## config.mk

```make
export PLATFORM = sky130hd
export DESIGN_NAME = mac_engine_ctl
export DESIGN_NICKNAME = d
export VERILOG_FILES = /design/src/rtl/mac_engine_ctl_pkg.sv /design/src/rtl/mac_rst_sync.sv /design/src/rtl/mac_eng_switch.sv /design/src/rtl/mac_opt_reg.sv /design/src/rtl/mac_irq_unit.sv /design/src/rtl/mac_engine_ctl.sv
export SDC_FILE = /design/constraint.sdc
export NUM_CORES = 1
export LEC_CHECK = 0
export BUFFER_PORTS_ARGS = -buffer_cell sky130_fd_sc_hd__buf_2
export CAP_MARGIN = 10
export CELL_PAD_IN_SITES_DETAIL_PLACEMENT = 1
export CELL_PAD_IN_SITES_GLOBAL_PLACEMENT = 1
export CORE_MARGIN = 2
export CORE_UTILIZATION = 40
export DETAILED_ROUTE_END_ITERATION = 10
export GPL_TIMING_DRIVEN = 0
export PLACE_DENSITY = 0.94
export RECOVER_POWER = 100
export SLEW_MARGIN = 0
export SYNTH_ARGS = -nofsm -noshare
export SYNTH_HDL_FRONTEND = slang
export SYNTH_SLANG_ARGS = --single-unit
```

## constraint.sdc

```tcl
create_clock -name clk -period 1.5 [get_ports clk]
set_input_delay 0.15 -clock clk [delete_from_list [all_inputs] [get_ports clk]]
set_output_delay 0.15 -clock clk [all_outputs]
set_load 0.05 [all_outputs]
```

## src/rtl/mac_engine_ctl_pkg.sv

```systemverilog
package mac_engine_ctl_pkg;
  localparam int unsigned DATA_W     = 16;
  localparam int unsigned ADDR_W     = 2;
  localparam int unsigned NUM_CAUSES = 10;
  localparam int unsigned NUM_ENG    = 3;

  // register word addresses
  localparam logic [ADDR_W-1:0] A_CMD = 2'd0;
  localparam logic [ADDR_W-1:0] A_OPT = 2'd1;
  localparam logic [ADDR_W-1:0] A_IST = 2'd2;
  localparam logic [ADDR_W-1:0] A_IEN = 2'd3;

  // engine strobe groups: start at base, stop at base+1, status at base+2
  localparam int unsigned ENG_STATS = 0;
  localparam int unsigned ENG_TX    = 1;
  localparam int unsigned ENG_RX    = 2;

  function automatic int unsigned eng_base(int unsigned idx);
    return 5 + 3 * idx;
  endfunction

  // option word stored bits
  localparam logic [DATA_W-1:0] OPT_MASK = 16'h0360;
  localparam int unsigned OPT_FDX  = 5;
  localparam int unsigned OPT_BIG  = 6;
  localparam int unsigned OPT_FLOW = 8;
  localparam int unsigned OPT_CRC  = 9;
endpackage

```

## src/rtl/mac_rst_sync.sv

```systemverilog
module mac_rst_sync (
  input  logic clk,
  input  logic rst_n,
  output logic rst_sync_n
);
  logic [1:0] stage_q;

  always_ff @(posedge clk or negedge rst_n) begin
    if (!rst_n) stage_q <= 2'b00;
    else        stage_q <= {stage_q[0], 1'b1};
  end

  assign rst_sync_n = stage_q[1];
endmodule

```

## src/rtl/mac_eng_switch.sv

```systemverilog
module mac_eng_switch (
  input  logic clk,
  input  logic rst_n,
  input  logic cmd_wr,
  input  logic start_stb,
  input  logic stop_stb,
  output logic running
);
  logic run_d, run_q;

  always_comb begin
    run_d = run_q;
    if (cmd_wr) begin
      if (stop_stb)       run_d = 1'b0;
      else if (start_stb) run_d = 1'b1;
    end
  end

  always_ff @(posedge clk or negedge rst_n) begin
    if (!rst_n) run_q <= 1'b0;
    else        run_q <= run_d;
  end

  assign running = run_q;

  // a stop strobe always ends with the engine stopped
  a_r4_stop_wins: assert property (@(posedge clk) disable iff (!rst_n)
    (cmd_wr && stop_stb) |=> !running);
  // a lone start strobe leaves the engine running
  a_r3_start: assert property (@(posedge clk) disable iff (!rst_n)
    (cmd_wr && start_stb && !stop_stb) |=> running);
  // without a command write the engine state holds
  a_r3_hold: assert property (@(posedge clk) disable iff (!rst_n)
    !cmd_wr |=> $stable(running));
endmodule

```

## src/rtl/mac_opt_reg.sv

```systemverilog
module mac_opt_reg #(
  parameter int unsigned          W    = 16,
  parameter logic [W-1:0]         MASK = '0
) (
  input  logic         clk,
  input  logic         rst_n,
  input  logic         wr,
  input  logic [W-1:0] wdata,
  output logic [W-1:0] q
);
  logic [W-1:0] d, q_r;

  always_comb begin
    d = q_r;
    if (wr) d = wdata & MASK;
  end

  always_ff @(posedge clk or negedge rst_n) begin
    if (!rst_n) q_r <= '0;
    else        q_r <= d;
  end

  assign q = q_r;

  // a write lands masked on the next cycle
  a_r6_opt_write: assert property (@(posedge clk) disable iff (!rst_n)
    wr |=> (q == ($past(wdata) & MASK)));
  // unmasked bits never hold a one
  a_r6_opt_clean: assert property (@(posedge clk) disable iff (!rst_n)
    (q & ~MASK) == '0);
endmodule

```

## src/rtl/mac_irq_unit.sv

```systemverilog
module mac_irq_unit #(
  parameter int unsigned N = 10
) (
  input  logic         clk,
  input  logic         rst_n,
  input  logic [N-1:0] ev,
  input  logic         st_wr,
  input  logic         en_wr,
  input  logic [N-1:0] wcause,
  output logic [N-1:0] pending,
  output logic [N-1:0] enabled,
  output logic         summary
);
  logic [N-1:0] st_d, st_q, en_d, en_q, clr;

  always_comb begin
    clr  = st_wr ? wcause : '0;
    st_d = (st_q & ~clr) | ev;
    en_d = en_wr ? wcause : en_q;
  end

  always_ff @(posedge clk or negedge rst_n) begin
    if (!rst_n) begin
      st_q <= '0;
      en_q <= '0;
    end else begin
      st_q <= st_d;
      en_q <= en_d;
    end
  end

  assign pending = st_q;
  assign enabled = en_q;
  assign summary = |(st_q & en_q);

  genvar k;
  generate
    for (k = 0; k < N; k++) begin : g_cause
      // a pulse sets its bit, even against a same-cycle clear
      a_r7_event_sets: assert property (@(posedge clk) disable iff (!rst_n)
        ev[k] |=> st_q[k]);
      // a one written without a pulse clears the bit
      a_r8_clear: assert property (@(posedge clk) disable iff (!rst_n)
        (st_wr && wcause[k] && !ev[k]) |=> !st_q[k]);
    end
  endgenerate

  // with nothing enabled the summary stays low
  a_r10_all_masked: assert property (@(posedge clk) disable iff (!rst_n)
    (en_q == '0) |-> !summary);
  // a raised summary needs a pending enabled cause
  a_r11_summary_src: assert property (@(posedge clk) disable iff (!rst_n)
    summary |-> ((st_q != '0) && (en_q != '0)));
endmodule

```

## src/rtl/mac_engine_ctl.sv

```systemverilog
module mac_engine_ctl
  import mac_engine_ctl_pkg::*;
(
  input  logic                  clk,
  input  logic                  rst_n,
  input  logic                  reg_we,
  input  logic [ADDR_W-1:0]     reg_addr,
  input  logic [DATA_W-1:0]     reg_wdata,
  output logic [DATA_W-1:0]     reg_rdata,
  input  logic [NUM_CAUSES-1:0] ev_i,
  output logic                  stats_en_o,
  output logic                  tx_en_o,
  output logic                  rx_en_o,
  output logic                  full_duplex_o,
  output logic                  big_frame_o,
  output logic                  flow_ctrl_o,
  output logic                  keep_crc_o,
  output logic                  irq_o
);
  localparam int unsigned CAUSE_LO = 1;
  localparam int unsigned CAUSE_HI = CAUSE_LO + NUM_CAUSES - 1;

  logic rst_i_n;
  logic cmd_wr, opt_wr, ist_wr, ien_wr;
  logic [NUM_ENG-1:0] eng_on;
  logic [DATA_W-1:0] opt_q, cmd_rd, ist_rd, ien_rd;
  logic [NUM_CAUSES-1:0] pend, enab;
  logic summ;

  mac_rst_sync u_rst (
    .clk        (clk),
    .rst_n      (rst_n),
    .rst_sync_n (rst_i_n)
  );

  // address decode
  always_comb begin
    cmd_wr = reg_we && (reg_addr == A_CMD);
    opt_wr = reg_we && (reg_addr == A_OPT);
    ist_wr = reg_we && (reg_addr == A_IST);
    ien_wr = reg_we && (reg_addr == A_IEN);
  end

  genvar e;
  generate
    for (e = 0; e < NUM_ENG; e++) begin : g_eng
      mac_eng_switch u_sw (
        .clk       (clk),
        .rst_n     (rst_i_n),
        .cmd_wr    (cmd_wr),
        .start_stb (reg_wdata[eng_base(e)]),
        .stop_stb  (reg_wdata[eng_base(e) + 1]),
        .running   (eng_on[e])
      );
    end
  endgenerate

  mac_opt_reg #(.W(DATA_W), .MASK(OPT_MASK)) u_opt (
    .clk   (clk),
    .rst_n (rst_i_n),
    .wr    (opt_wr),
    .wdata (reg_wdata),
    .q     (opt_q)
  );

  mac_irq_unit #(.N(NUM_CAUSES)) u_irq (
    .clk     (clk),
    .rst_n   (rst_i_n),
    .ev      (ev_i),
    .st_wr   (ist_wr),
    .en_wr   (ien_wr),
    .wcause  (reg_wdata[CAUSE_HI:CAUSE_LO]),
    .pending (pend),
    .enabled (enab),
    .summary (summ)
  );

  // readback words
  always_comb begin
    cmd_rd = '0;
    for (int i = 0; i < NUM_ENG; i++) cmd_rd[eng_base(i) + 2] = eng_on[i];
    ist_rd = '0;
    ist_rd[CAUSE_HI:CAUSE_LO] = pend;
    ist_rd[0] = summ;
    ien_rd = '0;
    ien_rd[CAUSE_HI:CAUSE_LO] = enab;
  end

  always_comb begin
    unique case (reg_addr)
      A_CMD:   reg_rdata = cmd_rd;
      A_OPT:   reg_rdata = opt_q;
      A_IST:   reg_rdata = ist_rd;
      default: reg_rdata = ien_rd;
    endcase
  end

  assign stats_en_o    = eng_on[ENG_STATS];
  assign tx_en_o       = eng_on[ENG_TX];
  assign rx_en_o       = eng_on[ENG_RX];
  assign full_duplex_o = opt_q[OPT_FDX];
  assign big_frame_o   = opt_q[OPT_BIG];
  assign flow_ctrl_o   = opt_q[OPT_FLOW];
  assign keep_crc_o    = opt_q[OPT_CRC];
  assign irq_o         = summ;

  // command readback never shows a strobe bit
  a_r5_strobes_zero: assert property (@(posedge clk) disable iff (!rst_i_n)
    (cmd_rd & 16'hDB7F) == '0);
  // a write to one register leaves the engine set alone
  a_r2_cmd_isolated: assert property (@(posedge clk) disable iff (!rst_i_n)
    (reg_we && reg_addr != A_CMD) |=> $stable(eng_on));
endmodule

```

Yosys cells after proc, flatten, opt, wreduce, memory -nomap -nowiden. Cells that the tools add are included.

Input bits: 31. Flip-flop bits (word level): 29. Output and inout port bits: 24. Logic and storage cells: 34.

Mux-type cells: 8. Bitwise logic cells: 4. Reductions and logical operators: 12. Equal/unequal tests: 3.

Operators with widths (count): one-hot mux 14 bit (3 select lines) (1); AND 10 bit (2); 2-to-1 mux 10 bit (1); NOT 10 bit (1); OR 10 bit (1); OR reduction 10 bit (1); 2-to-1 mux 1 bit (6); AND reduction 2 bit (3); nonzero test 2 bit (3); == test 2 bit, second input constant (2); logical AND 1 bit (4); == test 2 x 1 -> 1 bit, second input constant (1); logical NOT 2 bit (1).

Logic depth before layout (Yosys ltp). Gate-level depths: netlist of run 1.

Word-level depth: 6. Gate-level depth with buffers: 5. Depth with buffers taken out: 3.

By module. From an unflattened synthesis of run 1, not the netlist that was laid out.

Cells, all modules: 126. Area total of the unflattened synthesis: 1559.0 um^2.

By module, submodules not included: mac_irq_unit (area each 790.8 um^2, cells each 58, times used 1, sequential area each 500.5 um^2); mac_engine_ctl (area each 370.4 um^2, cells each 35, times used 1, sequential area each 0.0 um^2); mac_opt_reg (area each 239.0 um^2, cells each 21, times used 1, sequential area each 100.1 um^2); mac_eng_switch (area each 35.0 um^2, cells each 3, times used 3, sequential area each 25.0 um^2); mac_rst_sync (area each 53.8 um^2, cells each 3, times used 1, sequential area each 50.0 um^2).

Worst setup path before layout of run 1. Ideal clock, no wire load.

Path type: register -> output. Start point: reg u_irq.st_q[5], in the netlist u_irq.pending[5]. End point: out reg_rdata[0]. Data arrival time: 1.365 ns. Path buffers: 0. Path slack: -0.015 ns. Cell stages (with the launch flop): 4. Data required time: 1.350 ns. Cell sequence: dfrtp_1 a22oi_1 and3_1 a21oi_1.

Cells in the longest elaborated chain, start to end: 3.

RTL lines: start: declaration (RTL line mac_irq_unit.sv:14) `logic [N-1:0] st_d, st_q, en_d, en_q, clr;`; start signal: assignment (RTL line mac_irq_unit.sv:27) `st_q <= st_d;`; AND 10 bit (RTL line mac_irq_unit.sv:34) `assign summary = |(st_q & en_q);`; OR reduction 10 bit (RTL line mac_irq_unit.sv:34); one-hot mux 14 bit (3 select lines) (RTL line mac_engine_ctl.sv:90) `unique case (reg_addr)`; end: declaration (RTL line mac_engine_ctl.sv:9) `output logic [DATA_W-1:0] reg_rdata,`.

No other way between the ends.

Worst setup path after layout of run 1.
Start point: reg u_irq.en_q[4], in the netlist u_irq.enabled[4]. End point: out irq_o.

Cells in the longest elaborated chain, start to end: 2.

RTL lines: start: declaration (RTL line mac_irq_unit.sv:14); start signal: assignment (RTL line mac_irq_unit.sv:28) `en_q <= en_d;`; AND 10 bit (RTL line mac_irq_unit.sv:34); OR reduction 10 bit (RTL line mac_irq_unit.sv:34); end: declaration (RTL line mac_engine_ctl.sv:18) `output logic irq_o`.

No other way between the ends.

==> metrics.csv, run 1 <==
stage,metric,value,unit
setup_path,setup.worst_path.start,u_irq.enabled[4]$_DFFE_PN0P_,
timing,period_share,1.12,
routing,route.vias.total,1205,
cells_and_area,num-nets-final,220,
clock_tree,root_buffer,clkbuf_4,
outcome,violations,negative setup slack,
timing,final.hold.worst_slack,0.0590,ns
cells_and_area,final_cell_mix,"dfrtp_1 (29), buf_2 (27), mux2_2 (17), dlygate4sd3_1 (12), nand2_1 (11)",
timing,period_minus_slack,1.69,ns
clock_tree,cts_tree,done,
synthesis,syn_area_per_cell,12.4,sq um
cells_and_area,stdcell_area,1980,sq um
setup_path,start_kind,register,
timing,grt_setup_unrepaired,true,
cells_and_area,syn2layout_area_growth,37.5,%
timing,fin_ws,-0.187,ns
floorplan,die_h,64,um
floorplan,die_area,4100,sq um
synthesis,syn_inst,116,
setup_path,worstSetupPathType,reg -> out,
setup_path,reg2reg_slack,0.40,ns
cells_and_area,finalNonFillerCells,236,
global_routing,grt_first_pass_wirelength,6960,um
global_routing,grt_antenna_before_repair,0,
global_routing,gr-usage-all-layers,0.229,
floorplan,start_util,0.425,
clock_tree,cts_sinks,29,
timing,finalMaxSlewViolations,0,
floorplan,die_w,64,um
power_and_ir_drop,total_power,2.19,mW
clock_tree,clk_latency,0.33,ns
clock_tree,cts_made_buffers,5,
setup_path,regToRegEndpoint,u_irq.enabled[3]$_DFFE_PN0P_,
floorplan,num_io_pins,55,
power_and_ir_drop,ir_drop,0.000726,V
clock_tree,clkSlewWorstSetupHoldPaths,0.09,ns
timing,worst_pin_slew,1.09,ns
power_and_ir_drop,static-leakage-power,0.912,nW
floorplan,core_area,3390,sq um
setup_path,worstReg2RegStart,u_rst.stage_q[1]$_DFF_PN0_,
timing,finalSetupViolCount,8,
setup_path,endpoint_kind,output pin,
placed_design,placed_cell_area,1730,sq um
timing,hold_viol,0,
cells_and_area,drive_gt1_frac,0.426,
clock_tree,cts_buffer_depth,2,
setup_path,worstPathRequired,1.35,ns
timing,max_slew_margin,0.274,
setup_path,path_max_fanout,3,
timing,tns,-0.711,ns
timing,skew,0.00903,ns
placed_design,place_congestion,0.790,
run,max_cap_viol_count,0,
placed_design,hpwl,2860,um
synthesis,yosysWarnings,0,
outcome,status,"finished, violations left",
placed_design,place_ws,0.0110,ns
synthesis,synth_edf_count,0,
global_routing,grt_max_degree,28,
synthesis,async_reset_ff_frac,1.00,
routing,vias_per_cell,5.11,
power_and_ir_drop,p_per_area,1100,nW/um^2
setup_path,reg2regPathDepth,0,
routing,firstDrtPassIters,4,
placed_design,port_buffers,44,
routing,wl,4290,um
synthesis,synth-main-ff-cell,dfrtp_1,
min_path,holdPathStages,2,
cells_and_area,final_common_cell,dfrtp_1,
global_routing,grt_pass1_vias,1364,
min_path,hold_path.class,in -> reg,
routing,drc,0,
placed_design,numPlacedInstances,209,
floorplan,row_count,21,
setup_path,arrival,1.54,ns
timing,fmax,593,MHz
routing,postRouteAntennaNets,0,
setup_path,endpoint,irq_o,
cells_and_area,final_core_util,0.584,
synthesis,ys_seq_elements,29,
synthesis,ys_seq_area_frac,0.504,
global_routing,overflow,0,
cells_and_area,diodes,0,
clock_tree,h-tree-depth,2,
routing,wire_per_inst,18.2,um
routing,drt_iter0_markers,30,
synthesis,ys_types,26,
synthesis,syn-cell-area,1440,sq um
-- routing by layer --
layer	GRT usage	share of wire	vias to the layer above
met3	0.0634	0.049	5
met5	0	0	-
met4	0.0870	0.013	0
met1	0.251	0.39	610
met2	0.417	0.54	38
li1	-	-	552
-- area by class of cell --
class | count | area [sq um]
clock buffer | 8 | 48.8
timing repair buffer | 63 | 443
tap | 46 | 57.6
multi-input combinational | 81 | 633
fill | 380 | 1410
sequential | 29 | 726
buffer | 9 | 72.6
-- sequential cells by signal, indices dropped and copies added (netlist names) --
name	count
u_irq.enabled	10
u_irq.pending	10
u_opt.q	4
g_eng.u_sw.running	3
u_rst.stage_q	2
-- logic make-up (layout without fill, tap and decap cells) --
logic type             after synthesis  count (layout)  synth area share
other                                2               5           0.00521
and+or+nand+nor                     24              24             0.107
DFF                                 29              29             0.504
muxes                               24              24             0.189
buffers and inverters                9              80            0.0539
AOI/OAI and AO/OA                   28              28             0.141
-- where the power goes --
part | total [mW] | internal, mW | switching, mW
registers | 0.981 | 0.881 | 0.100
clock network | 0.448 | 0.186 | 0.262
logic | 0.757 | 0.293 | 0.464
-- worst max-delay path, cell delays in order (launching register included) --
cell      delay, ns
dfrtp_1        0.40
a22o_1         0.27
a221oi_2       0.25
nand2_1        0.12
buf_6          0.17
-- cells in the mapped netlist (2+ instances only) --
| master | number | area [sq um] |
|---|---|---|
| mux2i_1 | 4 | 40.0 |
| a22o_1 | 7 | 61.3 |
| nand2_1 | 11 | 41.3 |
| dfrtp_1 | 29 | 726 |
| buf_4 | 5 | 37.5 |
| mux2_4 | 2 | 30.0 |
| a21oi_1 | 7 | 35.0 |
| a21o_1 | 10 | 75.1 |
| nor2b_1 | 4 | 25.0 |
| mux2_2 | 18 | 203 |
| a22oi_1 | 3 | 22.5 |
| conb_1 | 2 | 7.51 |
-- worst min path at each step --
stage | startpoint | end | slack, ns
after global routing | reg_wdata[4] | u_irq.enabled[3]$_DFFE_PN0P_ | 0.06
after global placement | rst_n | u_rst.stage_q[0]$_DFF_PN0_ | -0.07
after CTS | reg_wdata[9] | g_eng[1].u_sw.running$_DFFE_PN0P_ | 0.03
after detailed placement | rst_n | u_rst.stage_q[1]$_DFF_PN0_ | -0.06
final | reg_wdata[9] | g_eng[1].u_sw.running$_DFFE_PN0P_ | 0.06
after floorplan | rst_n | u_rst.stage_q[0]$_DFF_PN0_ | -0.15
-- what timing repair did --
action | CTS | global route
setup endpoints to repair | 8 | 8
hold endpoints to repair | 13 | 0
resized for setup | 18 | 1
buffers inserted | 1 | 6
hold buffers | 12 | 0
pin swaps | 1 | 0
No activity file was read; power rests on OpenSTA's default activity.
==> run 2, diff against run 1 <==
--- a/config.mk
+++ b/config.mk
@@ -5,15 +5,16 @@
 export SDC_FILE = /design/constraint.sdc
 export NUM_CORES = 1
 export LEC_CHECK = 0
+export ABC_AREA = 1
 export BUFFER_PORTS_ARGS = -buffer_cell sky130_fd_sc_hd__buf_2
 export CAP_MARGIN = 10
 export CELL_PAD_IN_SITES_DETAIL_PLACEMENT = 1
 export CELL_PAD_IN_SITES_GLOBAL_PLACEMENT = 1
 export CORE_MARGIN = 2
-export CORE_UTILIZATION = 40
+export CORE_UTILIZATION = 36
 export DETAILED_ROUTE_END_ITERATION = 10
 export GPL_TIMING_DRIVEN = 0
-export PLACE_DENSITY = 0.94
+export PLACE_DENSITY = 0.93
 export RECOVER_POWER = 100
 export SLEW_MARGIN = 0
 export SYNTH_ARGS = -nofsm -noshare
==> metrics.csv, run 2 <==
stage,metric,value,unit,change
placed_design,port_buffers,46,,was 44
placed_design,numPlacedInstances,273,,was 209
setup_path,worstPathRequired,1.35,ns,about the same
setup_path,endpoint_kind,output pin,,unchanged
cells_and_area,final_common_cell,nand2_1,,was dfrtp_1
setup_path,path_max_fanout,3,,unchanged
setup_path,reg2reg_slack,0.28,ns,was 0.40 ns
synthesis,syn_area_per_cell,7.98,sq um,was 12.4 sq um
synthesis,ys_seq_elements,29,,unchanged
power_and_ir_drop,power.switching,878,uW,was 826 uW
cells_and_area,finalNonFillerCells,289,,was 236
setup_path,reg2regPathDepth,0,,unchanged
clock_tree,clkSlewWorstSetupHoldPaths,0.07,ns,was 0.09 ns
timing,skew,0.00516,ns,was 0.00903 ns
timing,finalMaxSlewViolations,0,,unchanged
clock_tree,cts_sinks,29,,unchanged
cells_and_area,num-nets-final,271,,was 220
global_routing,grt_first_pass_wirelength,6760,um,was 6960 um
setup_path,arrival,1.33,ns,was 1.54 ns
power_and_ir_drop,comb_power_share,0.308,,was 0.346
placed_design,place_congestion,0.810,,was 0.790
routing,vias_per_cell,4.77,,was 5.11
cells_and_area,final_cell_mix,"nand2_1 (61), buf_2 (46), dfrtp_1 (27), inv_1 (24)",,"was dfrtp_1 (29), buf_2 (27), mux2_2 (17), dlygate4sd3_1 (12), nand2_1 (11)"
clock_tree,root_buffer,clkbuf_8,,was clkbuf_4
global_routing,gr-usage-all-layers,0.211,,was 0.229
clock_tree,cts_made_buffers,5,,unchanged
floorplan,die_area,4420,sq um,was 4100 sq um
synthesis,synth-main-ff-cell,dfrtp_1,,unchanged
timing,tns,0,ns,was -0.711 ns
power_and_ir_drop,swShare,0.386,,was 0.378
placed_design,hpwl,2880,um,was 2860 um
power_and_ir_drop,p_int,1.40,mW,was 1.36 mW
timing,worst_pin_slew,1.12,ns,was 1.09 ns
cells_and_area,stdcell_area,1860,sq um,was 1980 sq um
synthesis,synth_top_area_share,0.516,,was 0.504
synthesis,syn_inst,176,,was 116
min_path,hold_path.class,in -> reg,,unchanged
synthesis,ys_seq_area_frac,0.516,,was 0.504
routing,drc,0,,unchanged
synthesis,async_reset_ff_frac,1.00,,unchanged
clock_tree,h-tree-depth,2,,unchanged
clock_tree,clk_latency,0.28,ns,was 0.33 ns
synthesis,yosysWarnings,0,,unchanged
routing,drt_iter0_markers,100,,was 30
min_path,holdPathStages,3,,was 2
global_routing,grt_antenna_before_repair,0,,unchanged
timing,max_slew_margin,0.251,,was 0.274
floorplan,row_count,22,,was 21
min_path,holdCritStartpoint,ev_i[8],,was reg_wdata[9]
synthesis,synth.area.top_cells,"dfrtp_1 (52%), nand2_1 (16%), o21ai_1 (7.1%)",,"was dfrtp_1 (50%), mux2_2 (14%), a21o_1 (5.2%)"
synthesis,yosysMostFrequentCell,nand2_1,,was dfrtp_1
routing,postRouteAntennaNets,0,,unchanged
setup_path,start_kind,register,,unchanged
cells_and_area,syn2layout_area_growth,32.1,%,was 37.5%
placed_design,placed_cell_area,1720,sq um,was 1730 sq um
synthesis,synth_commonest_cells,"nand2_1 (61), dfrtp_1 (29), inv_1 (26)",,"was dfrtp_1 (29), mux2_2 (18), nand2_1 (11)"
power_and_ir_drop,p_per_area,1230,nW/um^2,was 1100 nW/um^2
cells_and_area,final_core_util,0.499,,was 0.584
timing,period_share,0.987,,was 1.12
global_routing,grt_pass1_vias,1446,,was 1364
setup_path,worstReg2RegStart,u_rst.stage_q[1]$_DFF_PN0_,,unchanged
clock_tree,cts_tree,done,,unchanged
routing,firstDrtPassIters,4,,unchanged
synthesis,ys_types,16,,was 26
timing,grt_setup_unrepaired,true,,unchanged
floorplan,die_w,66.5,um,was 64 um
min_path,whs_endpoint,u_irq.pending[8]$_DFF_PN0_,,was g_eng[1].u_sw.running$_DFFE_PN0P_
run,max_cap_viol_count,0,,unchanged
power_and_ir_drop,power_frac_clock,0.272,,was 0.205
cells_and_area,drive_gt1_frac,0.336,,was 0.426
timing,hold_viol,0,,unchanged
floorplan,num_io_pins,55,,unchanged
cells_and_area,diodes,0,,unchanged
timing,fmax,675,MHz,was 593 MHz
synthesis,synth_edf_count,0,,unchanged
setup_path,worstSetupPathType,reg -> out,,unchanged
setup_path,regToRegEndpoint,g_eng[0].u_sw.running$_DFFE_PN0P_,,was u_irq.enabled[3]$_DFFE_PN0P_
routing,wl,4390,um,was 4290 um
clock_tree,cts_buffer_depth,2,,unchanged
timing,period_minus_slack,1.48,ns,was 1.69 ns
timing,finalSetupViolCount,0,,was 8
global_routing,grt_max_degree,28,,unchanged
floorplan,core_area,3720,sq um,was 3390 sq um
synthesis,syn-cell-area,1410,sq um,was 1440 sq um
routing,route.vias.total,1378,,was 1205
floorplan,start_util,0.378,,was 0.425
floorplan,die_h,66.5,um,was 64 um
power_and_ir_drop,static-leakage-power,1.02,nW,was 0.912 nW
cells_and_area,fillCellCount,497,,was 380
routing,wire_per_inst,15.2,um,was 18.2 um
outcome,status,completed,,"was finished, violations left"
power_and_ir_drop,ir_drop,0.000589,V,was 0.000726 V
global_routing,overflow,0,,unchanged
power_and_ir_drop,power_frac_seq,0.420,,was 0.449
synthesis,synth_top_cell_by_area,dfrtp_1,,unchanged
-- run 2: cell count changes after synthesis, sizes merged, moves of 2 or more --
cell    previous run  this run
nand2             11        64
inv                0        29
o21ai              0        24
mux2              20         0
a21o              10         0
a21oi              7         0
nor2               1         6
mux2i              4         0
nand3              1         5
nor2b              4         0
a22o               7         4
o211ai             0         2
-- run 2: critical path: stages, from the launching register on --
cell and delay [ns]:
dfrtp_1 0.40, nand2_1 0.10, nand2_1 0.07, nor2_2 0.13
nand3_2 0.10, nand2_2 0.07, inv_2 0.03, buf_6 0.14
-- run 2: final cells by class --
type | count | area [sq um] | share of cell area
multi-input cells | 113 | 527 | 0.284
clock buffers | 6 | 72.6 | 0.0391
clock inverters | 2 | 10.0 | 0.00539
plain buffers | 8 | 51.3 | 0.0276
well taps | 48 | 60.1 | 0.0324
repair buffers | 54 | 298 | 0.160
inverters | 29 | 109 | 0.0587
flip-flops and latches | 29 | 728 | 0.392
-- run 2: routing by layer --
metal	vias up	wire length, um	global-route usage
met1	661	1770	0.248
met5	-	0	0
met3	8	257	0.0574
met4	0	70	0.0969
met2	49	2290	0.356
li1	660	-	-
-- run 2: power groups by stage --
stage | logic (mW) | registers [mW] | clock network (mW)
after global placement | 0.622 | 0.959 | 0
after floorplan | 0.361 | 1.07 | 0
after CTS | 0.659 | 0.955 | 0.631
after global routing | 0.750 | 0.964 | 0.686
final | 0.700 | 0.954 | 0.619
after detailed placement | 0.641 | 0.966 | 0
-- run 2: cell families (layout without fill, tap and decap cells) --
| kind of cell | count (synthesis) | after routing | synth area share |
|---|---|---|---|
| DFF | 29 | 29 | 0.516 |
| and+or+nand+nor | 75 | 75 | 0.226 |
| AOI/OAI and AO/OA | 33 | 33 | 0.137 |
| buffers and inverters | 37 | 99 | 0.115 |
| other | 2 | 5 | 0.00534 |
-- run 2: worst max path at each step --
stage,from,end,depth (start not counted)
6_report,u_irq.pending[3]$_DFF_PN0_,reg_rdata[0],7
5_1_grt,u_irq.pending[3]$_DFF_PN0_,reg_rdata[0],7
4_1_cts,u_irq.enabled[0]$_DFFE_PN0P_,reg_rdata[0],7
3_5_place_dp,reg_addr[1],reg_rdata[7],7
3_3_place_gp,u_rst.stage_q[1]$_DFF_PN0_,g_eng[0].u_sw.running$_DFFE_PN0P_,0
2_1_floorplan,g_eng[1].u_sw.running$_DFFE_PN0P_,reg_rdata[10],2
-- run 2: what timing repair did --
action,CTS,global route
setup endpoints to repair,1,2
pin swaps,0,5
setup buffers,0,7
endpoints found under the hold margin,2,0
resized for setup,2,5
hold buffers,1,0
-- run 2: metrics by stage --
| stage | power [mW] | setup slack, ns | hold slack [ns] |
|---|---|---|---|
| final | 2.27 | 0.0193 | 0.0462 |
| after global routing | 2.40 | -0.0672 | 0.0399 |
| after CTS | 2.24 | 0.00100 | 0.0433 |
| after detailed placement | 1.61 | 0.204 | -0.0617 |
| after global placement | 1.58 | 0.226 | -0.0635 |
| after floorplan | 1.43 | -0.0307 | -0.146 |
